`src/rtl/gmn_pkg.sv`:
```
package gmn_pkg;
   typedef enum logic [1:0] {SQ_IDLE, SQ_CHECK, SQ_WAIT} sq_state_t;
   typedef enum logic [1:0] {MK_CLASS, MK_SETNTF, MK_BADGEN} mkind_t;

   localparam int SW_NTF_BIT     = 28;
   localparam int BAD_METHOD_BIT = 0;
   localparam int DBL_NTF_BIT    = 4;
   localparam int RQ_TYPE_LSB    = 20;
   localparam int RQ_TYPE_W      = 3;
endpackage

```
`src/rtl/gmn_decode.sv`:
```
module gmn_decode
   import gmn_pkg::*;
#(
   parameter int OFS_W   = 13,
   parameter int SET_OFS = 'h104
) (
   input  logic [OFS_W-1:0] ofs,
   output mkind_t           kind
);
   localparam logic [OFS_W-1:0] SET_V = OFS_W'(SET_OFS);

   always_comb begin
      if (ofs > SET_V)       kind = MK_CLASS;
      else if (ofs == SET_V) kind = MK_SETNTF;
      else                   kind = MK_BADGEN;
   end
endmodule

```
`src/rtl/gmn_seq.sv`:
```
module gmn_seq
   import gmn_pkg::*;
#(
   parameter int DATA_W = 32,
   parameter int INST_W = 16
) (
   input  logic              clk,
   input  logic              rst_n,
   input  logic              m_valid,
   input  mkind_t            kind,
   input  logic [DATA_W-1:0] param,
   input  logic              dma_ack,
   output logic              m_ready,
   output logic              accept,
   output logic              dma_req,
   output logic [INST_W-1:0] dma_inst,
   output logic              pend,
   output logic [DATA_W-1:0] word,
   output logic              sw_hit,
   output logic              bad_hit,
   output logic              dbl_hit
);
   sq_state_t             st, st_n;
   logic                  pend_n;
   logic [DATA_W-1:0]     word_n;
   logic [RQ_TYPE_W-1:0]  rq_type;

   assign rq_type  = word[RQ_TYPE_LSB +: RQ_TYPE_W];
   assign m_ready  = (st == SQ_IDLE);
   assign accept   = m_valid && m_ready;
   assign bad_hit  = accept && (kind == MK_BADGEN);
   assign dbl_hit  = accept && (kind == MK_SETNTF) && pend;
   assign sw_hit   = (st == SQ_CHECK) && pend && (rq_type != '0);
   assign dma_req  = (st == SQ_WAIT);
   assign dma_inst = word[INST_W-1:0];

   always_comb begin
      st_n   = st;
      pend_n = pend;
      word_n = word;
      unique case (st)
         SQ_IDLE: if (accept) begin
            if (kind == MK_SETNTF) begin
               if (pend) pend_n = 1'b0;
               else begin
                  pend_n = 1'b1;
                  word_n = param;
               end
            end else begin
               st_n = SQ_CHECK;
            end
         end
         SQ_CHECK: begin
            if (!pend) st_n = SQ_IDLE;
            else if (rq_type != '0) begin
               pend_n = 1'b0;
               st_n   = SQ_IDLE;
            end else begin
               st_n = SQ_WAIT;
            end
         end
         SQ_WAIT: if (dma_ack) begin
            pend_n = 1'b0;
            st_n   = SQ_IDLE;
         end
         default: st_n = SQ_IDLE;
      endcase
   end

   always_ff @(posedge clk) begin
      if (!rst_n) begin
         st   <= SQ_IDLE;
         pend <= 1'b0;
         word <= '0;
      end else begin
         st   <= st_n;
         pend <= pend_n;
         word <= word_n;
      end
   end
endmodule

```
`src/rtl/gmn_irq_bank.sv`:
```
module gmn_irq_bank #(
   parameter int W = 32
) (
   input  logic         clk,
   input  logic         rst_n,
   input  logic [W-1:0] set_i,
   input  logic         w1c_we,
   input  logic         en_we,
   input  logic [W-1:0] wdata,
   output logic [W-1:0] stat_o,
   output logic         hit_o
);
   logic [W-1:0] en_q;
   logic [W-1:0] clr;

   assign clr   = w1c_we ? wdata : '0;
   assign hit_o = |(stat_o & en_q);

   always_ff @(posedge clk) begin
      if (!rst_n) begin
         stat_o <= '0;
         en_q   <= '0;
      end else begin
         stat_o <= (stat_o & ~clr) | set_i;
         if (en_we) en_q <= wdata;
      end
   end
endmodule

```
`src/rtl/gfx_notify_ctrl.sv`:
```
module gfx_notify_ctrl
   import gmn_pkg::*;
#(
   parameter int OFS_W        = 13,
   parameter int CLS_W        = 5,
   parameter int DATA_W       = 32,
   parameter int INST_W       = 16,
   parameter int SET_OFS      = 'h104,
   parameter bit REG_DISPATCH = 1'b1
) (
   input  logic                clk,
   input  logic                rst_n,
   input  logic                m_valid,
   output logic                m_ready,
   input  logic [OFS_W-1:0]    m_offset,
   input  logic [DATA_W-1:0]   m_param,
   input  logic [CLS_W-1:0]    m_class,
   input  logic [INST_W-1:0]   m_inst,
   output logic                cls_stb,
   output logic [CLS_W-1:0]    cls_id,
   output logic [OFS_W-1:0]    cls_offset,
   output logic [DATA_W-1:0]   cls_param,
   output logic [INST_W+3:0]   cls_base,
   output logic                dma_req,
   output logic [INST_W-1:0]   dma_inst,
   input  logic                dma_ack,
   input  logic                csr_we,
   input  logic [1:0]          csr_sel,
   input  logic [DATA_W-1:0]   csr_wdata,
   output logic [DATA_W-1:0]   stat0_o,
   output logic [DATA_W-1:0]   stat1_o,
   output logic                irq_o,
   output logic                pend_o,
   output logic [DATA_W-1:0]   notif_o
);
   localparam int BASE_W = INST_W + 4;

   if (DATA_W < RQ_TYPE_LSB + RQ_TYPE_W || DATA_W <= SW_NTF_BIT) begin : g_bad_data_w
      $error("DATA_W too narrow for notifier fields");
   end
   if (INST_W > DATA_W) begin : g_bad_inst_w
      $error("INST_W must not exceed DATA_W");
   end
   if (SET_OFS >= (1 << OFS_W)) begin : g_bad_set_ofs
      $error("SET_OFS does not fit in OFS_W");
   end

   mkind_t            kind;
   logic              accept, sw_hit, bad_hit, dbl_hit, hit0, hit1;
   logic [DATA_W-1:0] set0, set1;
   logic              cls_go;

   gmn_decode #(.OFS_W(OFS_W), .SET_OFS(SET_OFS)) u_dec (
      .ofs  (m_offset),
      .kind (kind)
   );

   gmn_seq #(.DATA_W(DATA_W), .INST_W(INST_W)) u_seq (
      .clk      (clk),
      .rst_n    (rst_n),
      .m_valid  (m_valid),
      .kind     (kind),
      .param    (m_param),
      .dma_ack  (dma_ack),
      .m_ready  (m_ready),
      .accept   (accept),
      .dma_req  (dma_req),
      .dma_inst (dma_inst),
      .pend     (pend_o),
      .word     (notif_o),
      .sw_hit   (sw_hit),
      .bad_hit  (bad_hit),
      .dbl_hit  (dbl_hit)
   );

   always_comb begin
      set0 = '0;
      set1 = '0;
      set0[SW_NTF_BIT]     = sw_hit;
      set1[BAD_METHOD_BIT] = bad_hit;
      set1[DBL_NTF_BIT]    = dbl_hit;
   end

   gmn_irq_bank #(.W(DATA_W)) u_irq0 (
      .clk    (clk),
      .rst_n  (rst_n),
      .set_i  (set0),
      .w1c_we (csr_we && csr_sel == 2'd0),
      .en_we  (csr_we && csr_sel == 2'd2),
      .wdata  (csr_wdata),
      .stat_o (stat0_o),
      .hit_o  (hit0)
   );

   gmn_irq_bank #(.W(DATA_W)) u_irq1 (
      .clk    (clk),
      .rst_n  (rst_n),
      .set_i  (set1),
      .w1c_we (csr_we && csr_sel == 2'd1),
      .en_we  (csr_we && csr_sel == 2'd3),
      .wdata  (csr_wdata),
      .stat_o (stat1_o),
      .hit_o  (hit1)
   );

   assign irq_o  = hit0 | hit1;
   assign cls_go = accept && (kind == MK_CLASS);

   if (REG_DISPATCH) begin : g_disp_reg
      always_ff @(posedge clk) begin
         if (!rst_n) begin
            cls_stb    <= 1'b0;
            cls_id     <= '0;
            cls_offset <= '0;
            cls_param  <= '0;
            cls_base   <= '0;
         end else begin
            cls_stb <= cls_go;
            if (cls_go) begin
               cls_id     <= m_class;
               cls_offset <= m_offset;
               cls_param  <= m_param;
               cls_base   <= {m_inst, 4'b0000};
            end
         end
      end
   end else begin : g_disp_comb
      assign cls_stb    = cls_go;
      assign cls_id     = m_class;
      assign cls_offset = m_offset;
      assign cls_param  = m_param;
      assign cls_base   = BASE_W'({m_inst, 4'b0000});
   end
endmodule

```
`config.mk`:
```
export PLATFORM = sky130hd
export DESIGN_NAME = gfx_notify_ctrl
export DESIGN_NICKNAME = d
export VERILOG_FILES = /design/src/rtl/gmn_pkg.sv /design/src/rtl/gmn_decode.sv /design/src/rtl/gmn_seq.sv /design/src/rtl/gmn_irq_bank.sv /design/src/rtl/gfx_notify_ctrl.sv
export SDC_FILE = /design/constraint.sdc
export NUM_CORES = 1
export LEC_CHECK = 0
export ABC_AREA = 1
export BUFFER_PORTS_ARGS = -buffer_cell sky130_fd_sc_hd__buf_2
export CORE_MARGIN = 2
export CORE_UTILIZATION = 40
export DETAILED_ROUTE_END_ITERATION = 8
export GPL_ROUTABILITY_DRIVEN = 0
export SLEW_MARGIN = 20
export SYNTH_ARGS = -nofsm -noshare
export SYNTH_HDL_FRONTEND = slang
export SYNTH_SLANG_ARGS = --single-unit
```
`constraint.sdc`:
```
create_clock -name clk -period 3 [get_ports clk]
set_input_delay 0.15 -clock clk [delete_from_list [all_inputs] [get_ports clk]]
set_output_delay 0.15 -clock clk [all_outputs]
set_load 0.03 [all_outputs]
```
==> impl_metrics.ini <==
[routing]
drt_iter0_drc = 648
wl_cell_um = 14.8
detail_route.wirelength_mm = 29.3
routed-wl-met3_mm = 2.35
route.detailed.drc = 0
met2RoutedLength_mm = 13.7
firstDrtPassIters = 5
total_number_of_vias = 9613
final_antenna_net_count = 0
drt-met1-wl_mm = 12.5
dr.max_layer_used = met5
avgViaCountPerCell = 4.85

[sta]
slew_violations = 0
timing.setup.tns_ns = 0
skew_ns = 0.00830
setup_viol_count_final = 0
setup_ws_ns = 0.829
timing_worst_slew_pin_value_ns = 0.857
maxSlewHeadroom_pct = 42.5
fin_crit_sh_pct = 72.4
fin_crit_ns = 2.17
setup_repair_after_global_routing_missed_its_margin = false
timing.final.hold_violations = 0
fin_worst_hold_slack_ns = 0.0235
fmaxAchievable_mhz = 461

[die]
dieWidth_um = 160
io-pin-count = 292
die-area_um2 = 25700
core_area_um2 = 24200
rows = 57
initial_utilization_pct = 40.4
dieHeight_um = 160

[synth]
number_of_standard_cells_after_synthesis = 1318
syn_avg_cell_area_um2 = 7.42
synth_area_leaders = sky130_fd_sc_hd__dfxtp_1, sky130_fd_sc_hd__nand2_1, sky130_fd_sc_hd__nand3_1
yosysSeqAreaShare_pct = 47.1
post-synth-top-area-fraction_pct = 47.1
syn_area_um2 = 9780
number_of_register_bits_inferred_by_synthesis = 230
synthDistinctLibCells = 25
synth_top_area_cell = sky130_fd_sc_hd__dfxtp_1
yosys_synthesis_warning_count = 0

[setup_path]
worstPathRequired_ns = 3.40
worst-path-buf-inv = 2
path_cells = inv_1 -> ha_1 -> buf_4 -> nand3_2 -> nand2_1 -> a21oi_1
worst_path_dominant_cell_family = simple AND/OR/NAND/NOR gates
cp_slowest_stage_delay_ns = 0.69
setup.worst_path.start_class = flop
critical_path.max_fanout = 38
worst_setup_path_end_kind = flop
worst_ep_arrival_time_ns = 2.57
worst-setup-path-type = reg2reg
crit_path_top_delay_cell = sky130_fd_sc_hd__nand3_2

[clock_network]
post-cts-setup-buffers = 0
latest_clock_arrival_within_the_worst_skew_pair_ns = 0.53
clock-sinks = 230
ctsRootBufferMaster = sky130_fd_sc_hd__clkbuf_16
worst_setup_hold_path_clk_slew_ns = 0.06
htree_levels = 1
clockBufferDepth = 3
cts-buffers-inserted = 26
clock_tree_from_tritoncts = done

[global_routing]
grt_pass1_vias = 8991
globalRoute.totalOverflow = 0
grt_antenna_before_repair = 1
grt_max_degree = 163
global_route_wire_length_before_repair_mm = 46.5
gr-usage-all-layers_pct = 21.8

[layout]
mostFrequentLayoutCells = sky130_fd_sc_hd__buf_2, sky130_fd_sc_hd__nand2_1, sky130_fd_sc_hd__dfxtp_1
ratio_of_cells_with_drive_above_1_in_the_final_layout_pct = 25.0
num-nets-final = 1748
diodes = 0
syn_to_final_growth_pct = 32.8
n_fill_cell = 2330
mostFrequentLayoutCell = sky130_fd_sc_hd__buf_2
final_util_pct = 53.7

[pwr]
pwr_dens_nw_per_um2 = 615
ir_drop_mv = 0.451
power_leakage_uw = 0.00650

[placed_design]
dp_worst_setup_slack_ns = 0.852
port_buffers = 287
post-dp-hpwl_mm = 18.8

[worst_hold_path]
worstHoldPathType = in2reg

[outcome]
run_status = complete, no violations

[flow_run]
drv_cap = 0
==> sequential cells by signal, indices dropped and copies added, names as in the netlist <==
signal         flops
u_seq.st           2
cls_base          16
u_irq1.stat_o     32
u_seq.word        32
u_seq.pend         1
u_irq1.en_q       32
u_irq0.en_q       32
cls_param         32
cls_id             5
cls_offset        13
u_irq0.stat_o     32
cls_stb            1
==> per-layer routing <==
layer | up-vias | GRT usage [%]
met5 | - | 0
met4 | 2 | 6.14
met3 | 48 | 5.48
met2 | 334 | 36.7
met1 | 4392 | 27.9
li1 | 4837 | -
==> synthesized netlist by cell type <==
cell / instances
sky130_fd_sc_hd__nand2_1: 277
sky130_fd_sc_hd__dfxtp_1: 230
sky130_fd_sc_hd__nand3_1: 161
sky130_fd_sc_hd__nor2_1: 150
sky130_fd_sc_hd__inv_1: 141
sky130_fd_sc_hd__a21oi_1: 78
sky130_fd_sc_hd__a21oi_2: 59
sky130_fd_sc_hd__nand4_1: 51
sky130_fd_sc_hd__o21ai_0: 38
sky130_fd_sc_hd__buf_2: 34
sky130_fd_sc_hd__clkbuf_1: 33
sky130_fd_sc_hd__buf_4: 25
sky130_fd_sc_hd__buf_6: 13
sky130_fd_sc_hd__inv_2: 5
sky130_fd_sc_hd__nor2_2: 5
sky130_fd_sc_hd__buf_1: 4
sky130_fd_sc_hd__ha_1: 4
sky130_fd_sc_hd__o211ai_1: 3
sky130_fd_sc_hd__a21oi_4: 1
sky130_fd_sc_hd__conb_1: 1
sky130_fd_sc_hd__nand3_2: 1
sky130_fd_sc_hd__nor3_1: 1
sky130_fd_sc_hd__o21ai_1: 1
sky130_fd_sc_hd__o21bai_1: 1
sky130_fd_sc_hd__o22ai_1: 1
==> final cells by class <==
class	instances	area, um^2	area share, %
Clock buffer	40	763	5.88
Clock inverter	7	80.1	0.617
Inverter	146	548	4.22
Multi-Input combinational cell	836	4010	30.9
Sequential cell	230	4600	35.5
Tap cell	324	405	3.12
Timing Repair Buffer	399	2570	19.8
==> repair_timing <==
| action | 4_1_cts | 5_1_grt |
|---|---|---|
| hold endpoints to repair | 221 | 0 |
| hold buffers | 96 | 0 |
| gates resized for setup | 0 | 0 |
| endpoints found under the setup margin | 0 | 0 |
==> stage by stage <==
stage / std cells / power (uW) / instance area (um^2)
after floorplan: 1321 / 4450 / 9790
after global placement: 1839 / 4820 / 11200
after detailed placement: 1839 / 4850 / 11200
after CTS: 1982 / 8070 / 13000
after global routing: 1982 / 8360 / 13000
final: 1982 / 7980 / 13000
==> worst min-delay path, delay by kind of cell <==
| family | cells | cell delay [ns] |
|---|---|---|
| buf+inv | 2 | 0.18 |
| simple gates | 3 | 0.16 |
==> final timing paths <==
check | from | to | slack [ns] | depth (start not counted)
worst min-delay path | m_offset[11] | cls_offset[11] | 0.02 | 5
worst min register to register | u_seq.word[28] | u_seq.word[28] | 0.46 | 2
worst max-delay path | u_seq.st[0] | u_seq.word[14] | 0.83 | 6
worst max register to register | u_seq.st[0] | u_seq.word[14] | 0.83 | 6
==> report_power, final <==
| group | leakage [uW] | internal [uW] | switching, uW |
|---|---|---|---|
| clock network | 0.000406 | 1840 | 1260 |
| registers | 0.00187 | 3240 | 119 |
| logic | 0.00422 | 515 | 1000 |
| total | 0.00650 | 5600 | 2380 |
==> cell families (layout without fill, tap and decap cells) <==
group,after synthesis,count (layout),synth area share [%]
buffers and inverters,255,592,12.2
other,1,4,0.0384
adder cells (fa/ha/maj),4,4,0.512
AND/OR/NAND/NOR,646,646,28.4
AO/OA/AOI/OAI,182,182,11.8
flip-flops,230,230,47.1
Power figures use the tool's default switching activity.
